## config.mk

```make
export PLATFORM = sky130hd
export DESIGN_NAME = rsq_recurrence_unit
export DESIGN_NICKNAME = d
export VERILOG_FILES = /design/src/rtl/rsq_pkg.sv /design/src/rtl/rsq_sequencer.sv /design/src/rtl/rsq_arith.sv /design/src/rtl/rsq_datapath.sv /design/src/rtl/rsq_recurrence_unit.sv
export SDC_FILE = /design/constraint.sdc
export NUM_CORES = 1
export LEC_CHECK = 0
export CELL_PAD_IN_SITES_DETAIL_PLACEMENT = 1
export CELL_PAD_IN_SITES_GLOBAL_PLACEMENT = 2
export CORE_AREA = 3 3 168 170
export DETAILED_ROUTE_END_ITERATION = 10
export DIE_AREA = 0 0 171 173
export GPL_ROUTABILITY_DRIVEN = 0
export PLACE_DENSITY = 0.88
export SETUP_SLACK_MARGIN = 0.1
export SYNTH_ARGS = -nofsm -noshare
export SYNTH_HDL_FRONTEND = slang
export SYNTH_HIERARCHICAL = 1
export SYNTH_SLANG_ARGS = --single-unit
```

## constraint.sdc

```tcl
create_clock -name clk -period 5.35 [get_ports clk]
set_input_delay 1.07 -clock clk [delete_from_list [all_inputs] [get_ports clk]]
set_output_delay 1.07 -clock clk [all_outputs]
set_load 0.05 [all_outputs]
```

## src/rtl/rsq_pkg.sv

```systemverilog
package rsq_pkg;

  localparam int unsigned STEP_COUNT = 8;

  // Step order is behaviour: each step consumes what the previous one loaded.
  typedef enum logic [2:0] {
    ST_LOAD_A = 3'd0,   // operands <- A, older history
    ST_MUL_A  = 3'd1,   // acc <- product; operands <- B, newer history
    ST_MUL_B  = 3'd2,   // tmp <- acc; acc <- product
    ST_LOAD_C = 3'd3,   // operands <- C, acc
    ST_ADD_C  = 3'd4,   // acc <- sum
    ST_LOAD_T = 3'd5,   // operands <- tmp, acc
    ST_ADD_T  = 3'd6,   // acc <- sum
    ST_COMMIT = 3'd7    // history shift, publish result
  } step_e;

  typedef enum logic [1:0] {
    OPL_COEF_A = 2'd0,
    OPL_COEF_B = 2'd1,
    OPL_COEF_C = 2'd2,
    OPL_TMP    = 2'd3
  } opl_sel_e;

  typedef enum logic [1:0] {
    OPR_HIST_OLD = 2'd0,
    OPR_HIST_NEW = 2'd1,
    OPR_ACC      = 2'd2
  } opr_sel_e;

  typedef enum logic {
    FU_MUL = 1'b0,
    FU_ADD = 1'b1
  } fu_sel_e;

  typedef struct packed {
    logic     opnd_ld;
    opl_sel_e opl_sel;
    opr_sel_e opr_sel;
    logic     acc_ld;
    fu_sel_e  fu_sel;
    logic     tmp_ld;
    logic     commit;
  } ctl_t;

endpackage

```

## src/rtl/rsq_sequencer.sv

```systemverilog
module rsq_sequencer
  import rsq_pkg::*;
(
  input  logic  clk,
  input  logic  rst,
  input  logic  en,
  output step_e step_o,
  output ctl_t  ctl_o
);

  step_e step_q;
  step_e step_nxt;
  ctl_t  ctl_raw;

  always_comb begin
    if (step_q == ST_COMMIT) step_nxt = ST_LOAD_A;
    else                     step_nxt = step_e'(step_q + 3'd1);
  end

  always_ff @(posedge clk) begin
    if (rst)     step_q <= ST_LOAD_A;
    else if (en) step_q <= step_nxt;
  end

  // Per-step control decode.
  always_comb begin
    ctl_raw = '0;
    unique case (step_q)
      ST_LOAD_A: begin
        ctl_raw.opnd_ld = 1'b1;
        ctl_raw.opl_sel = OPL_COEF_A;
        ctl_raw.opr_sel = OPR_HIST_OLD;
      end
      ST_MUL_A: begin
        ctl_raw.acc_ld  = 1'b1;
        ctl_raw.fu_sel  = FU_MUL;
        ctl_raw.opnd_ld = 1'b1;
        ctl_raw.opl_sel = OPL_COEF_B;
        ctl_raw.opr_sel = OPR_HIST_NEW;
      end
      ST_MUL_B: begin
        ctl_raw.tmp_ld  = 1'b1;
        ctl_raw.acc_ld  = 1'b1;
        ctl_raw.fu_sel  = FU_MUL;
      end
      ST_LOAD_C: begin
        ctl_raw.opnd_ld = 1'b1;
        ctl_raw.opl_sel = OPL_COEF_C;
        ctl_raw.opr_sel = OPR_ACC;
      end
      ST_ADD_C: begin
        ctl_raw.acc_ld  = 1'b1;
        ctl_raw.fu_sel  = FU_ADD;
      end
      ST_LOAD_T: begin
        ctl_raw.opnd_ld = 1'b1;
        ctl_raw.opl_sel = OPL_TMP;
        ctl_raw.opr_sel = OPR_ACC;
      end
      ST_ADD_T: begin
        ctl_raw.acc_ld  = 1'b1;
        ctl_raw.fu_sel  = FU_ADD;
      end
      ST_COMMIT: begin
        ctl_raw.commit  = 1'b1;
      end
      default: ctl_raw = '0;
    endcase
  end

  // A disabled cycle issues no transfers at all.
  always_comb begin
    if (en) ctl_o = ctl_raw;
    else    ctl_o = '0;
  end

  assign step_o = step_q;

  AST_HOLD_STEP: assert property (@(posedge clk) disable iff (rst)
    !en |=> $stable(step_q));

  AST_STEP_WRAPS: assert property (@(posedge clk) disable iff (rst)
    (en && step_q == ST_COMMIT) |=> (step_q == ST_LOAD_A));

endmodule

```

## src/rtl/rsq_arith.sv

```systemverilog
module rsq_arith
  import rsq_pkg::*;
#(
  parameter int unsigned N = 16
) (
  input  logic [N-1:0] op_l,
  input  logic [N-1:0] op_r,
  input  fu_sel_e      fu_sel,
  output logic [N-1:0] result
);

  localparam int unsigned PW = 2 * N;

  logic [PW-1:0] prod_full;
  logic [N-1:0]  sum_low;

  // The full product is formed and then the low half is kept (modulo 2^N).
  assign prod_full = PW'(op_l) * PW'(op_r);
  assign sum_low   = op_l + op_r;

  always_comb begin
    unique case (fu_sel)
      FU_MUL:  result = prod_full[N-1:0];
      FU_ADD:  result = sum_low;
      default: result = sum_low;
    endcase
  end

endmodule

```

## src/rtl/rsq_datapath.sv

```systemverilog
module rsq_datapath
  import rsq_pkg::*;
#(
  parameter int unsigned N = 16
) (
  input  logic         clk,
  input  logic         rst,
  input  ctl_t         ctl_i,
  input  logic [N-1:0] coef_a,
  input  logic [N-1:0] coef_b,
  input  logic [N-1:0] coef_c,
  output logic [N-1:0] z_o,
  output logic         z_valid_o
);

  logic [N-1:0] opl_q, opr_q;
  logic [N-1:0] acc_q, tmp_q;
  logic [N-1:0] hist_new_q, hist_old_q;
  logic [N-1:0] z_q;
  logic         zv_q;
  logic [N-1:0] opl_d, opr_d;
  logic [N-1:0] fu_res;

  always_comb begin
    unique case (ctl_i.opl_sel)
      OPL_COEF_A: opl_d = coef_a;
      OPL_COEF_B: opl_d = coef_b;
      OPL_COEF_C: opl_d = coef_c;
      OPL_TMP:    opl_d = tmp_q;
      default:    opl_d = tmp_q;
    endcase
  end

  always_comb begin
    unique case (ctl_i.opr_sel)
      OPR_HIST_OLD: opr_d = hist_old_q;
      OPR_HIST_NEW: opr_d = hist_new_q;
      OPR_ACC:      opr_d = acc_q;
      default:      opr_d = acc_q;
    endcase
  end

  rsq_arith #(.N(N)) i_arith (
    .op_l   (opl_q),
    .op_r   (opr_q),
    .fu_sel (ctl_i.fu_sel),
    .result (fu_res)
  );

  always_ff @(posedge clk) begin
    if (rst) begin
      opl_q <= '0;
      opr_q <= '0;
    end else if (ctl_i.opnd_ld) begin
      opl_q <= opl_d;
      opr_q <= opr_d;
    end
  end

  always_ff @(posedge clk) begin
    if (rst)               acc_q <= '0;
    else if (ctl_i.acc_ld) acc_q <= fu_res;
  end

  // The temporary captures the accumulator before it is overwritten in the same step.
  always_ff @(posedge clk) begin
    if (rst)               tmp_q <= '0;
    else if (ctl_i.tmp_ld) tmp_q <= acc_q;
  end

  always_ff @(posedge clk) begin
    if (rst) begin
      hist_new_q <= '0;
      hist_old_q <= '0;
      z_q        <= '0;
    end else if (ctl_i.commit) begin
      hist_old_q <= hist_new_q;
      hist_new_q <= acc_q;
      z_q        <= acc_q;
    end
  end

  always_ff @(posedge clk) begin
    if (rst) zv_q <= 1'b0;
    else     zv_q <= ctl_i.commit;
  end

  assign z_o       = z_q;
  assign z_valid_o = zv_q;

  AST_IDLE_FROZEN: assert property (@(posedge clk) disable iff (rst)
    (ctl_i == '0) |=> ($stable(opl_q) && $stable(opr_q) && $stable(acc_q)
                       && $stable(tmp_q) && $stable(hist_new_q)
                       && $stable(hist_old_q)));

  AST_HISTORY_ORDER: assert property (@(posedge clk) disable iff (rst)
    zv_q |-> (hist_new_q == z_q));

  AST_ONE_WRITER: assert property (@(posedge clk) disable iff (rst)
    $countones({ctl_i.commit, ctl_i.acc_ld}) <= 1);

endmodule

```

## src/rtl/rsq_recurrence_unit.sv

```systemverilog
module rsq_recurrence_unit
  import rsq_pkg::*;
#(
  parameter int unsigned N = 16
) (
  input  logic         clk,
  input  logic         rst,
  input  logic         en,
  input  logic [N-1:0] coef_a,
  input  logic [N-1:0] coef_b,
  input  logic [N-1:0] coef_c,
  output logic [N-1:0] z,
  output logic         z_valid
);

  step_e step;
  ctl_t  ctl;

  rsq_sequencer i_seq (
    .clk    (clk),
    .rst    (rst),
    .en     (en),
    .step_o (step),
    .ctl_o  (ctl)
  );

  rsq_datapath #(.N(N)) i_dp (
    .clk       (clk),
    .rst       (rst),
    .ctl_i     (ctl),
    .coef_a    (coef_a),
    .coef_b    (coef_b),
    .coef_c    (coef_c),
    .z_o       (z),
    .z_valid_o (z_valid)
  );

  AST_VALID_PULSE: assert property (@(posedge clk) disable iff (rst)
    z_valid |=> !z_valid);

  AST_Z_ONLY_ON_VALID: assert property (@(posedge clk) disable iff (rst)
    !z_valid |-> $stable(z));

  AST_VALID_AFTER_LAST_STEP: assert property (@(posedge clk) disable iff (rst)
    z_valid |-> (step == ST_LOAD_A));

  AST_NO_VALID_WHEN_HELD: assert property (@(posedge clk) disable iff (rst)
    !en |=> !z_valid);

endmodule

```

==> run metrics, run 1 <==
outcome=complete, but fails checks; failing checks=negative setup slack; initial antenna violation count=1; top post-synthesis cells by area=dfxtp_1 22%, fa_1 17%, ha_1 9.5%; fin. max-slew vios=0; first-pass GRT wire length=44600 um; CTS H-Tree Depth=3; DP HPWL=21600 um; Clock Latency Late Sink=between 0.3 and 0.4 ns; met3 GRT Util=0.0149; vias=approximately 7400; ys flop type=dfxtp_1; Slowest-stage cell, CP=fa_1; WP data arrival=around 5.7 ns; Fin Hold WS=~0.49 ns; synth unique cells=59; WL/cell=between 15 and 20 um; CP peak stage delay=~0.56 ns; largest net degree at the start of global routing=102; most common cell in the netlist=inv_1; die area=between 20000 and 30000 sq um; sequential-to-total area share from yosys stat=0.215; Top Ports=between 60 and 70; number of antenna diodes=0; CTS tree=done; core area=26900 sq um; CP endpoint kind=register; Pleak=4.87 nW; Max-slew headroom=0.212; f_max=around 190 MHz; Die H=roughly 170 um; EDFF count, synth=0; #FFs+latches synth=100; Placement Cell Area=10800 sq um; final setup fails=2; row cnt=60; drt via density=~5.1; Clock Root Buffer=clkbuf_16; ANT nets after route=0; syn nets=around 1200; layout cells sized above 1=0.182; M1 GR Usage=0.264; Worst Hold Class=reg -> reg; total track usage=0.189; crit-path max FO=6; clk slew on worst S/H paths=0.08 ns; final wirelength=roughly 28000 um; Mapped Area=about 9300 sq um; # port buffers=67; Final Core Density=0.426; Die X-Extent=~170 um; YS warnings=6; Post-synth top cells=118 x inv_1, 100 x dfxtp_1, 99 x nor2_1; CTS Sinks=100; CP cell instances=buf_6, and2_4, fa_1, inv_2, fa_1, fa_1, fa_1, inv_1, fa_1, inv_2, fa_1, inv_2, ha_4, or4_4, nor2_2, a211o_1, mux2_4, nor3_4, mux2i_1, nor2_1; TritonRoute pass-1 iters=5; post-synth top area cell=dfxtp_1; Peak VDD IR=between 0.00015 and 0.0002 V; Setup crit start kind=register; vias in the first global route=8114; Congestion Overflow GR=0; CTS max path bufs=2; P&R area growth vs syn=23.0%; CP required=roughly 5.6 ns; Avg Inst Size Synth=between 9 and 10 sq um; Most Crowded Layer GR=met2; Final Instance Area=approximately 11000 sq um; unrepaired setup endpoints after global routing=true; MaxCap Viol Count=0; initial core utilization=0.346; critical setup path kind=reg -> reg; global routing usage on met2=0.322; Worst Slack Setup Final=-0.0483 ns; detailed router's first-iteration violation count=~330; total CTS buffers=9; Mapped Cells=a little over 1000; Tmin final=around 5.4 ns; hold_buf cts=0; Nets=between 1000 and 1500; Crit path max-delay family=adder cells; # DRC=0; Buf+Inv Stages, Crit Path=5; Power Dens Cells=~150 nW/um^2; asr flop ratio synth=0; most frequent CP cell=fa_1; Final Power=1.74 mW; Hold Fails Final Rpt=0; clock skew=roughly 0.012 ns; Tightest Pin Transition=1.18 ns; fin crit share=1.01; pre-CTS setup slack=-0.298 ns; area share of the largest cell type after synthesis=0.215
==> where the power goes <==
part	total [mW]	switching [mW]	internal, mW
registers	0.776	0.0217	0.754
logic	0.256	0.126	0.130
clock network	0.705	0.329	0.376
==> layout by cell type, fill, tap and decap left out, types with 6 or more instances in the layout <==
cell type        Yosys  routed
a21o_1               9       9
a21oi_1             38      35
and2_1              60      58
and2_2               7       7
buf_4                3      81
clkbuf_16            0       9
clkdlybuf4s50_1      0      66
dfxtp_1            100      85
dfxtp_2              0       6
dfxtp_4              0       9
fa_1                80      78
ha_1                71      61
ha_4                 0       7
inv_1              118     111
inv_2                1       8
mux2_2              18      18
mux2i_1             85      84
mux4_1               6       6
mux4_2              10      10
nand2_1             79      79
nand2b_1            36      36
nor2_1              99      97
o211ai_1            18      18
o21ai_0             11      11
xnor2_1             36      31
xnor2_2              2       7
xor2_1               9       9
==> worst reg2reg max path, stage by stage (launching register included) <==
cell and delay (ns):
dfxtp_2 0.33, buf_6 0.12, and2_4 0.15, fa_1 0.54, inv_2 0.05, fa_1 0.56
fa_1 0.44, fa_1 0.49, inv_1 0.05, fa_1 0.49, inv_2 0.04, fa_1 0.51
inv_2 0.05, ha_4 0.16, or4_4 0.53, nor2_2 0.10, a211o_1 0.13, mux2_4 0.32
nor3_4 0.11, mux2i_1 0.09, nor2_1 0.09
==> timing repair <==
action	in CTS	in global routing
buffers inserted	2	1
pin swaps	23	14
hold endpoints to repair	0	0
gates resized for setup	47	22
endpoints found under the setup margin	7	8
==> through the flow <==
stage	TNS [ns]	cells
final	-0.0589	1467
after global routing	-0.958	1467
after CTS	-0.0473	1466
after detailed placement	-0.941	1448
after global placement	-0.176	1448
after floorplan	0	1007
==> flip-flops by register name, indices dropped and copies added, names as in the netlist <==
| name | flops |
|---|---|
| i_dp/acc_q | 16 |
| i_dp/hist_old_q | 16 |
| i_dp/opl_q | 16 |
| i_dp/opr_q | 16 |
| i_dp/tmp_q | 16 |
| i_dp/z_o | 16 |
| i_dp/z_valid_o | 1 |
| i_seq/step_o | 3 |
==> per-layer routing <==
| layer | part of all wire | up-vias |
|---|---|---|
| met5 | 0 | - |
| met1 | 0.46 | 3756 |
| met4 | 0.018 | 0 |
| li1 | - | 3510 |
| met3 | 0.030 | 32 |
| met2 | 0.49 | 132 |
==> kinds of logic after synthesis <==
family,share of synthesized area
mux,0.155
xor+xnor,0.0482
fa+ha+maj,0.267
flops,0.215
simple gates,0.162
compound gates,0.0750
buf+inv,0.0769
==> path summary, 6_finish.rpt <==
path                           start                 end  slack (ns)  cells after the start
setup / recovery       i_dp/opl_q[7]      i_dp/acc_q[14]       -0.05                     20
hold / removal    i_dp/hist_old_q[7]  i_dp/hist_old_q[7]        0.49                      2
setup reg to reg       i_dp/opl_q[7]      i_dp/acc_q[14]       -0.05                     20
hold reg to reg   i_dp/hist_old_q[7]  i_dp/hist_old_q[7]        0.49                      2
==> cell type report <==
| class | instances | area (sq um) |
|---|---|---|
| well taps | 341 | 427 |
| clock inverters | 7 | 91.3 |
| fillers | 3126 | 15400 |
| inverters | 119 | 447 |
| clock buffers | 9 | 225 |
| flip-flops and latches | 100 | 2040 |
| repair buffers | 154 | 1370 |
| multi-input cells | 737 | 6850 |
(Power assumes the default switching activity.)
==> run 2, diff against run 1 <==
Settings changed: GPL_TIMING_DRIVEN set to 0.
==> run 2 against run 1 <==
Against the previous run: the run still ends with negative setup slack left; power shrank 1.8%; setup slack lost 0.21 ns; hold slack improved by 0.00079 ns; fmax down 3.7%; non-clock buffer count is 5 lower; clock power is 3.8% lower; combinational power fell by 6%; critical path type unchanged; largest cell class unchanged.
==> run metrics, run 2 (synthesis results as in run 1) <==
TritonRoute pass-1 iters=4; CTS Sinks=100; Placed Cells=between 1000 and 1500; Final Instance Area=about 12000 sq um; Die X-Extent=around 170 um; layout cells sized above 1=0.184; Clock Root Buffer=clkbuf_16; core area=approximately 27000 sq um; total CTS buffers=9; total track usage=0.200; met3 GRT Util=0.0192; final wirelength=between 20000 and 30000 um; number of antenna diodes=0; hold_sp=i_dp/hist_old_q[9]; pre-CTS setup slack=-0.953 ns; Final Power=around 1.7 mW; CTS tree=done; DP HPWL=between 20000 and 25000 um; clock skew=between 0.01 and 0.015 ns; failing checks=negative setup slack; Tightest Pin Transition=0.641 ns; R2R setup slack=-0.26 ns; CP peak stage delay=0.53 ns; critical setup path kind=reg -> reg; clk slew on worst S/H paths=0.07 ns; P&R area growth vs syn=23.6%; Reg-to-Reg Start=i_dp/opr_q[4]; # port buffers=67; Worst Hold Class=reg -> reg; # DRC=0; most frequent cells in the layout=110 x inv_1, 96 x nor2_1, 83 x mux2i_1; f_max=178 MHz; detailed router's first-iteration violation count=between 300 and 400; MaxCap Viol Count=0; WHS Endpoint=i_dp/hist_old_q[9]; Max-slew headroom=0.573; Slowest-stage cell, CP=fa_1; fin crit share=1.05; global routing usage on met2=0.341; final setup fails=5; first-pass GRT wire length=around 46000 um; Peak VDD IR=approximately 0.00012 V; CTS max path bufs=2; Top Ports=68; most common cell after layout, fill and taps aside=inv_1; largest net degree at the start of global routing=19; initial antenna violation count=0; most frequent CP cell=fa_1; Clock Latency Late Sink=around 0.35 ns; Power Dens Cells=between 100 and 150 nW/um^2; CTS H-Tree Depth=3; Cell Count, Final, Fillers Out=~1500; worst reg2reg path depth=20; Most Crowded Layer GR=met2; hold_buf cts=0; CP required=roughly 5.6 ns; WL/cell=around 20 um; Congestion Overflow GR=0; vias in the first global route=roughly 8000; row cnt=60; worst flop-to-flop path endpoint=i_dp/acc_q[14]; outcome=complete, but fails checks; M1 GR Usage=0.274; vias=about 7400; CP endpoint kind=register; hold depth=2; initial core utilization=0.346; ANT nets after route=0; die area=29600 sq um; fin. max-slew vios=0; unrepaired setup endpoints after global routing=true; Die H=around 170 um; Worst Slack Setup Final=-0.256 ns; crit-path max FO=5; Nets=1318; Hold Fails Final Rpt=0; Setup crit start kind=register; Placement Cell Area=around 10000 sq um; CP cell instances=clkbuf_16, and2_4, fa_1, inv_1, fa_1, inv_1, fa_1, fa_1, fa_1, inv_1, fa_1, inv_1, ha_2, or4_1, nor2_1, a211o_1, mux2_4, nor3_4, mux2i_1, nor2_1; drt via density=about 5.1; Tmin final=5.61 ns; Pleak=between 4 and 5 nW; WP data arrival=between 5 and 6 ns
run 2: where the power goes:
part | switching (mW) | leakage (nW) | internal [mW]
registers | 0.0336 | 0.821 | 0.754
logic | 0.120 | 3.79 | 0.120
clock network | 0.308 | 0.145 | 0.370
run 2: metal layers:
metal  up-vias  wire length, um
li1       3506                -
met2       123            14400
met3        31              832
met1      3749            13300
met5         -                0
met4         0              558
run 2: worst max path at each step:
| stage | startpoint | slack, ns | endpoint | cells after the start |
|---|---|---|---|---|
| 6_report | i_dp/opr_q[4] | -0.26 | i_dp/acc_q[14] | 20 |
| 3_3_place_gp | i_dp/opl_q[1] | -0.82 | i_dp/acc_q[15] | 20 |
| 4_1_cts | i_dp/opr_q[4] | -0.33 | i_dp/acc_q[14] | 20 |
| 3_5_place_dp | i_dp/opl_q[1] | -0.95 | i_dp/acc_q[15] | 20 |
| 2_1_floorplan | i_dp/opr_q[4] | 0.11 | i_dp/acc_q[14] | 20 |
| 5_1_grt | i_dp/opr_q[4] | -0.45 | i_dp/acc_q[14] | 20 |
run 2: repair_timing:
action,in CTS,in global routing
setup endpoints to repair,8,8
pin swaps,43,35
gates cloned,1,0
buffers inserted,22,8
resized for setup,111,18
run 2: area by class of cell:
class                      count  area [sq um]
buffer                        51           393
clock buffer                   9           225
clock inverter                 7          82.6
fill                        3058         15400
inverter                     119           447
multi-input combinational    737          6960
sequential                   100          2060
tap                          341           427
timing repair buffer          98           911
run 2: per-stage QoR:
stage / util / hold slack [ns] / TNS (ns)
2_1_floorplan: - / 0.452 / 0
3_3_place_gp: 0.389 / 0.468 / -3.57
3_5_place_dp: 0.389 / 0.481 / -4.09
4_1_cts: 0.423 / 0.500 / -0.792
5_1_grt: 0.428 / 0.523 / -1.62
6_report: 0.428 / 0.494 / -0.687
run 2: worst max-delay path, delay by kind of cell, from the launching register on:
family          cells  cell delay, ns
fa+ha+maj           7            3.13
simple gates        5            1.03
mux                 2            0.46
buf+inv             5            0.38
flops               1            0.36
compound gates      1            0.17
